[src/rtl/fsg_pkg.sv]
package fsg_pkg;
  typedef enum logic [2:0] {
    OP_NONE   = 3'd0,
    OP_WEN    = 3'd1,
    OP_WDIS   = 3'd2,
    OP_WSTAT  = 3'd3,
    OP_PROG   = 3'd4,
    OP_SERASE = 3'd5,
    OP_BERASE = 3'd6,
    OP_RSTAT  = 3'd7
  } fsgOp_e;

  typedef struct packed {
    logic setWel;
    logic clrWel;
    logic loadStatus;
  } fsgStrobe_t;
endpackage

[src/rtl/fsg_region.sv]
module fsg_region #(
  parameter int SECTOR_BITS = 5
) (
  input  logic [2:0]             bpCode,
  input  logic                   fromBottom,
  input  logic [SECTOR_BITS-1:0] sector,
  output logic                   hit
);
  localparam int NUM = 1 << SECTOR_BITS;
  localparam int CW  = SECTOR_BITS + 1;

  logic [CW-1:0] span;
  logic [CW-1:0] sectorWide;

  assign sectorWide = {1'b0, sector};

  // number of protected sectors, saturating at the whole array
  always_comb begin
    span = '0;
    if (bpCode != 3'd0) begin
      if (int'(bpCode) - 1 >= SECTOR_BITS) span = CW'(NUM);
      else span = CW'(1) << (bpCode - 3'd1);
    end
  end

  always_comb begin
    if (fromBottom) hit = (sectorWide < span);
    else            hit = (sectorWide >= (CW'(NUM) - span));
  end
endmodule

[src/rtl/fsg_datapath.sv]
module fsg_datapath
  import fsg_pkg::*;
#(
  parameter int SECTOR_BITS = 5
) (
  input  logic                   clk,
  input  logic                   rstN,
  input  logic                   porN,
  input  fsgStrobe_t             strb,
  input  logic [7:0]             wrData,
  input  logic                   wipIn,
  input  logic [SECTOR_BITS-1:0] sector,
  input  logic                   wpPinN,
  output logic [7:0]             statusByte,
  output logic                   wel,
  output logic                   hwLocked,
  output logic                   bpZero,
  output logic                   regionHit
);
  logic       srwd;
  logic       topBottom;
  logic [2:0] bpCode;
  logic       unusedData;

  assign unusedData = ^{wrData[6], wrData[1:0]};

  // non-volatile bits: only power-on clears them
  always_ff @(posedge clk) begin
    if (!porN) begin
      srwd      <= 1'b0;
      topBottom <= 1'b0;
      bpCode    <= 3'd0;
    end else if (strb.loadStatus) begin
      srwd      <= wrData[7];
      topBottom <= wrData[5];
      bpCode    <= wrData[4:2];
    end
  end

  always_ff @(posedge clk) begin
    if (!rstN || !porN)   wel <= 1'b0;
    else if (strb.clrWel) wel <= 1'b0;
    else if (strb.setWel) wel <= 1'b1;
  end

  assign hwLocked   = srwd && !wpPinN;
  assign bpZero     = (bpCode == 3'd0);
  assign statusByte = {srwd, 1'b0, topBottom, bpCode, wel, wipIn};

  fsg_region #(.SECTOR_BITS(SECTOR_BITS)) u_region (
    .bpCode    (bpCode),
    .fromBottom(topBottom),
    .sector    (sector),
    .hit       (regionHit)
  );

  // enable latch is down once the busy cycle ends
  a_r7_wel_cleared: assert property (@(posedge clk) disable iff (!rstN || !porN)
    $fell(wipIn) |-> !wel);

  // a locked register keeps its protection bits
  a_r9_locked_stable: assert property (@(posedge clk) disable iff (!rstN || !porN)
    hwLocked |=> $stable({srwd, topBottom, bpCode}));
endmodule

[src/rtl/fsg_ctrl.sv]
module fsg_ctrl
  import fsg_pkg::*;
#(
  parameter int BUSY_CYCLES = 8,
  parameter bit USE_DONE    = 1'b0
) (
  input  logic       clk,
  input  logic       rstN,
  input  logic       porN,
  input  logic       cmdValid,
  input  fsgOp_e     cmdOp,
  input  logic       wel,
  input  logic       hwLocked,
  input  logic       bpZero,
  input  logic       regionHit,
  input  logic       arrayDone,
  output fsgStrobe_t strb,
  output logic       wip,
  output logic       cmdAccept,
  output logic       cmdReject
);
  localparam int CNTW = (BUSY_CYCLES < 2) ? 1 : $clog2(BUSY_CYCLES);

  logic [CNTW-1:0] cnt;
  logic            allow;
  logic            take;
  logic            isWrite;
  logic            finish;

  always_comb begin
    isWrite = 1'b0;
    case (cmdOp)
      OP_NONE:            allow = 1'b0;
      OP_WEN, OP_WDIS:    allow = !wip;
      OP_RSTAT:           allow = 1'b1;
      OP_WSTAT: begin
        isWrite = 1'b1;
        allow   = !wip && wel && !hwLocked;
      end
      OP_PROG, OP_SERASE: begin
        isWrite = 1'b1;
        allow   = !wip && wel && !regionHit;
      end
      OP_BERASE: begin
        isWrite = 1'b1;
        allow   = !wip && wel && bpZero;
      end
      default:            allow = 1'b0;
    endcase
  end

  assign take   = cmdValid && allow;
  assign finish = wip && (USE_DONE ? arrayDone : (cnt == '0));

  always_comb begin
    strb.setWel     = take && (cmdOp == OP_WEN);
    strb.clrWel     = (take && (cmdOp == OP_WDIS)) || finish;
    strb.loadStatus = take && (cmdOp == OP_WSTAT);
  end

  always_ff @(posedge clk) begin
    if (!rstN || !porN) begin
      wip <= 1'b0;
      cnt <= '0;
    end else if (take && isWrite) begin
      wip <= 1'b1;
      cnt <= CNTW'(BUSY_CYCLES - 1);
    end else if (finish) begin
      wip <= 1'b0;
    end else if (wip && cnt != '0) begin
      cnt <= cnt - 1'b1;
    end
  end

  always_ff @(posedge clk) begin
    if (!rstN || !porN) begin
      cmdAccept <= 1'b0;
      cmdReject <= 1'b0;
    end else begin
      cmdAccept <= take;
      cmdReject <= cmdValid && !allow;
    end
  end

  // one answer per instruction
  a_r2_one_answer: assert property (@(posedge clk) disable iff (!rstN || !porN)
    cmdValid |=> (cmdAccept != cmdReject));
  // no enable latch, no write
  a_r4_wel_gate: assert property (@(posedge clk) disable iff (!rstN || !porN)
    (cmdValid && isWrite && !wel) |=> cmdReject);
  // busy refuses everything but a status read
  a_r5_busy_refuse: assert property (@(posedge clk) disable iff (!rstN || !porN)
    (cmdValid && wip && cmdOp != OP_RSTAT) |=> cmdReject);
  // hardware lock refuses status writes
  a_r9_hw_lock: assert property (@(posedge clk) disable iff (!rstN || !porN)
    (cmdValid && cmdOp == OP_WSTAT && hwLocked) |=> cmdReject);
  // bulk erase needs an empty protect code
  a_r11_bulk_gate: assert property (@(posedge clk) disable iff (!rstN || !porN)
    (cmdValid && cmdOp == OP_BERASE && !bpZero) |=> cmdReject);
endmodule

[src/rtl/flash_status_guard.sv]
module flash_status_guard
  import fsg_pkg::*;
#(
  parameter int SECTOR_BITS = 5,
  parameter int BUSY_CYCLES = 8,
  parameter bit USE_DONE    = 1'b0
) (
  input  logic                   clk,
  input  logic                   rstN,
  input  logic                   porN,
  input  logic                   cmdValid,
  input  logic [2:0]             cmdOp,
  input  logic [7:0]             cmdData,
  input  logic [SECTOR_BITS-1:0] cmdSector,
  input  logic                   wpPinN,
  input  logic                   arrayDone,
  output logic [7:0]             statusByte,
  output logic                   cmdAccept,
  output logic                   cmdReject,
  output logic                   busy
);
  fsgStrobe_t strb;
  logic       wip;
  logic       wel;
  logic       hwLocked;
  logic       bpZero;
  logic       regionHit;

  fsg_ctrl #(.BUSY_CYCLES(BUSY_CYCLES), .USE_DONE(USE_DONE)) u_ctrl (
    .clk      (clk),
    .rstN     (rstN),
    .porN     (porN),
    .cmdValid (cmdValid),
    .cmdOp    (fsgOp_e'(cmdOp)),
    .wel      (wel),
    .hwLocked (hwLocked),
    .bpZero   (bpZero),
    .regionHit(regionHit),
    .arrayDone(arrayDone),
    .strb     (strb),
    .wip      (wip),
    .cmdAccept(cmdAccept),
    .cmdReject(cmdReject)
  );

  fsg_datapath #(.SECTOR_BITS(SECTOR_BITS)) u_dp (
    .clk       (clk),
    .rstN      (rstN),
    .porN      (porN),
    .strb      (strb),
    .wrData    (cmdData),
    .wipIn     (wip),
    .sector    (cmdSector),
    .wpPinN    (wpPinN),
    .statusByte(statusByte),
    .wel       (wel),
    .hwLocked  (hwLocked),
    .bpZero    (bpZero),
    .regionHit (regionHit)
  );

  assign busy = wip;
endmodule

[config.mk]
export PLATFORM = sky130hd
export DESIGN_NAME = flash_status_guard
export DESIGN_NICKNAME = d
export VERILOG_FILES = /design/src/rtl/fsg_pkg.sv /design/src/rtl/fsg_region.sv /design/src/rtl/fsg_datapath.sv /design/src/rtl/fsg_ctrl.sv /design/src/rtl/flash_status_guard.sv
export SDC_FILE = /design/constraint.sdc
export NUM_CORES = 1
export LEC_CHECK = 0
export ABC_AREA = 1
export BUFFER_PORTS_ARGS = -buffer_cell sky130_fd_sc_hd__buf_2
export CORE_UTILIZATION = 30
export DETAILED_ROUTE_END_ITERATION = 8
export PLACE_DENSITY = 0.6
export RECOVER_POWER = 25
export SLEW_MARGIN = 5
export SYNTH_ARGS = -nofsm -noshare
export SYNTH_HDL_FRONTEND = slang
export SYNTH_SLANG_ARGS = --single-unit
[constraint.sdc]
create_clock -name clk -period 5.3 [get_ports clk]
set_clock_uncertainty 0.05 [all_clocks]
set_input_delay 0.53 -clock clk [delete_from_list [all_inputs] [get_ports clk]]
set_output_delay 0.53 -clock clk [all_outputs]
set_load 0.02 [all_outputs]
==> impl_results.md <==
* Worst Hold Margin at 423 ps
* Largest net degree at the start of global routing at 12
* Weighted congestion at the end of routability-driven global placement at 0.783
* Largest fanout on the critical path at 11
* Worst path arrival time at 3220 ps
* Library cells used by synthesis at 25
* Period utilization at 0.574
* Maximum clock rate at 329 MHz
* Initial core utilization at 0.321
* Synth Cell Area at 0.00110 mm2
* DRC violation count after routing at 0
* Number of nets in the layout at 225
* Worst reg2reg path startpoint: u_dp.bpCode[0]
* Most common cell type on the critical path: nand2_1
* CP Launch Point: u_dp.bpCode[0]
* Internal power at 0.000151 W
* Hold bufs inserted after CTS at 0
* Post-synthesis cell count at 165
* Sequential-to-total area share from yosys stat at 0.219
* Category of the worst setup path launch point: flop
* Buffer and inverter count on the worst path at 3
* Max-cap violation count at 0
* Post-CTS setup buffer count at 0
* Switching Fraction at 0.298
* Die Footprint at 0.00390 mm2
* Number of I/O pins at 33
* Highest ir drop seen on vdd at 0.131 mV
* Worst setup path end: u_dp.bpCode[2]
* Share of synthesized flip-flops with an asynchronous set or reset at 0
* Category of the most critical setup path: flop to flop
* Via count of the first global-routing pass at 897
* Routed via count at 1018
* Commonest cells in the synthesized netlist: inv_1, nand2_1, nor2_1
* Number of enable flip-flop cells after synthesis at 0
* Unrepaired setup endpoints after global routing: false
* Routed length per placed instance at 9.32 um
* Cell type group with the largest total delay on the critical path: simple AND/OR/NAND/NOR gates
* Vias per cell at 4.33
* Reg power frac at 0.433
* Power Density at 170 mW/mm2
* Endpoint required time on the critical path at 5480 ps
* Global-route wire length before repair at 3.74 mm
* Total number of clock tree sinks at 12
* Layout cells sized above 1 at 0.196
* Total track usage at 0.121
* Clk root buf: clkbuf_4
* Standby leakage power at 0.631 nW
* Status: complete, no violations
* Antenna Diode Count at 0
* Net switching component of the power at 0.0000640 W
* Mean cell area of the mapped netlist at 6.65 um2
* Post-synth net total at 200
* Class of the tightest hold or removal check: flop to flop
* Filler cell count in the final layout at 406
* Slowest library cell on the worst path: dfxtp_1
* Antenna Nets Post-Route at 0
* Leftover overflow at the end of global routing at 0
* Number of endpoints failing setup at the final stage at 0
* Inserted Clock Buffers at 3
* Count leader, synth: inv_1
* Count of buffers inserted at the top-level ports at 27
* Dominant cell type by area after synthesis: dfxtp_1
* Number of iterations in the first detailed-routing pass at 4
* Part of the total power dissipated in the clock network at 0.356
* Top post-synthesis cells by area: dfxtp_1, ha_1, inv_1, nand2_1, nand3_1
* Chain of cells forming the critical path: nor2_2 -> ha_1 -> inv_1 -> nand3_1 -> ha_1 -> xnor2_1 -> ha_1 -> nand2_1 -> inv_1 -> nand2_1 -> nand2_1 -> nand2_1 -> nand2_1 -> nand3_1 -> nand3_1 -> nand2_1 -> nand2_1 -> nand2_2 -> nand3_2 -> nand2_1 -> inv_1 -> nor2_1
* Number of instances resized during post-cts repair at 0
* Number of placement rows at 21
* Aggregate negative setup slack at 0 ps
* Worst Setup End Kind: flop
* Antenna violations before repair at 0
* TritonCTS clock tree: built
* Final hold violations at 0
* Maximum clock path buffer count at 2
* Fraction of post-synthesis cell area in the top cell type by area at 0.219
* Leading register cell type out of synthesis: dfxtp_1
* YS warnings at 0
* Std-Cell Core Area at 0.00342 mm2
* Worst reg-to-reg path cell count at 22
* Die height at 62.5 um
* DP Wirelength at 1.78 mm
* Minimum period implied by the final worst setup slack at 3040 ps
* Overall routed net length at 2.19 mm
* First-iteration detailed-routing DRC count at 13
* Critical path depth in cells at 22
* Number of levels the H-tree was split into at 1
* Flop-to-flop setup slack at 2260 ps
* Area grow syn2layout at 15.2%
* Combinational share of power at 0.212
* Slowest cell delay on critical path at 440 ps
* Number of register bits inferred by synthesis at 12
* X dimension of the die at 62.5 um
* Clock edge transition at the registers on the reported setup and hold paths at 90 ps
* Max-slew violation count at 0
* Clock latency of the later-clocked register in the worst-skew pair at 290 ps
* FF-to-FF End: u_dp.bpCode[2]
## flip-flops by register name, indices dropped and copies added, names as in the netlist
register	count
u_ctrl.cnt	3
u_ctrl.wip	1
u_dp.bpCode	3
u_ctrl.cmdAccept	1
u_dp.srwd	1
u_dp.wel	1
u_ctrl.cmdReject	1
u_dp.topBottom	1
## stage by stage
stage	total power, W	cell area, um2	utilization	setup slack, ps	cells
after floorplan	0.000129	1100	-	2550	165
after global placement	0.000141	1230	0.361	2280	231
after detailed placement	0.000141	1230	0.361	2260	231
after CTS	0.000219	1270	0.372	2230	235
after global routing	0.000229	1260	0.370	1860	235
final	0.000215	1260	0.370	2260	235
## cells by family after synthesis
group / count (synthesis) / share of synthesized area
AO/OA/AOI/OAI: 14 / 0.0741
XOR/XNOR: 5 / 0.0399
adder cells (fa/ha/maj): 13 / 0.148
buffers and inverters: 44 / 0.178
flip-flops: 12 / 0.219
other: 1 / 0.00342
AND/OR/NAND/NOR: 76 / 0.338
## worst min-delay path: cells and delay by family (launching register included)
| family | cells | cell delay (ps) |
|---|---|---|
| AOI/OAI and AO/OA | 1 | 50 |
| buffers and inverters | 1 | 50 |
| DFF | 1 | 330 |
## power groups by stage
stage | logic (W) | clock network (W) | registers, W
floorplan | 0.0000326 | 0 | 0.0000963
global placement | 0.0000455 | 0 | 0.0000951
detailed placement | 0.0000460 | 0 | 0.0000951
CTS | 0.0000462 | 0.0000796 | 0.0000930
global route | 0.0000528 | 0.0000831 | 0.0000933
finish | 0.0000455 | 0.0000766 | 0.0000930
## metal layers
| metal | routed length, um | track usage | vias to the layer above | part of all wire |
|---|---|---|---|---|
| li1 | - | - | 558 | - |
| met1 | 1110 | 0.150 | 436 | 0.50 |
| met2 | 951 | 0.186 | 19 | 0.43 |
| met3 | 101 | 0.0438 | 5 | 0.046 |
| met4 | 33 | 0.0523 | 0 | 0.015 |
| met5 | 0 | 0 | - | 0 |
## cells in the final DEF (no fill, tap or decap), types with 2 or more instances in the layout
| cell type | n |
|---|---|
| nand3_2 | 3 |
| nand2_1 | 33 |
| inv_1 | 36 |
| nand3_1 | 11 |
| o21ai_0 | 2 |
| nand4_1 | 7 |
| nor2_1 | 14 |
| xor2_1 | 4 |
| ha_1 | 13 |
| clkbuf_4 | 3 |
| buf_2 | 22 |
| a21oi_1 | 8 |
| clkbuf_1 | 5 |
| dfxtp_1 | 12 |
| nand2_2 | 4 |
## worst min path at each step
stage / startpoint / cells after the start / end
after floorplan: u_dp.wel / 2 / u_dp.wel
after global placement: u_dp.wel / 2 / u_dp.wel
after detailed placement: u_dp.wel / 2 / u_dp.wel
after CTS: u_dp.wel / 2 / u_dp.wel
after global routing: u_dp.wel / 2 / u_dp.wel
final: u_dp.wel / 2 / u_dp.wel
## cell type report
class | count | area, um2 | share of cell area
Inverter | 37 | 139 | 0.110
Clock buffer | 4 | 36.3 | 0.0287
Sequential cell | 12 | 240 | 0.190
Tap cell | 46 | 57.6 | 0.0455
Timing Repair Buffer | 27 | 129 | 0.102
Multi-Input combinational cell | 109 | 662 | 0.524
(Power assumes the default switching activity.)
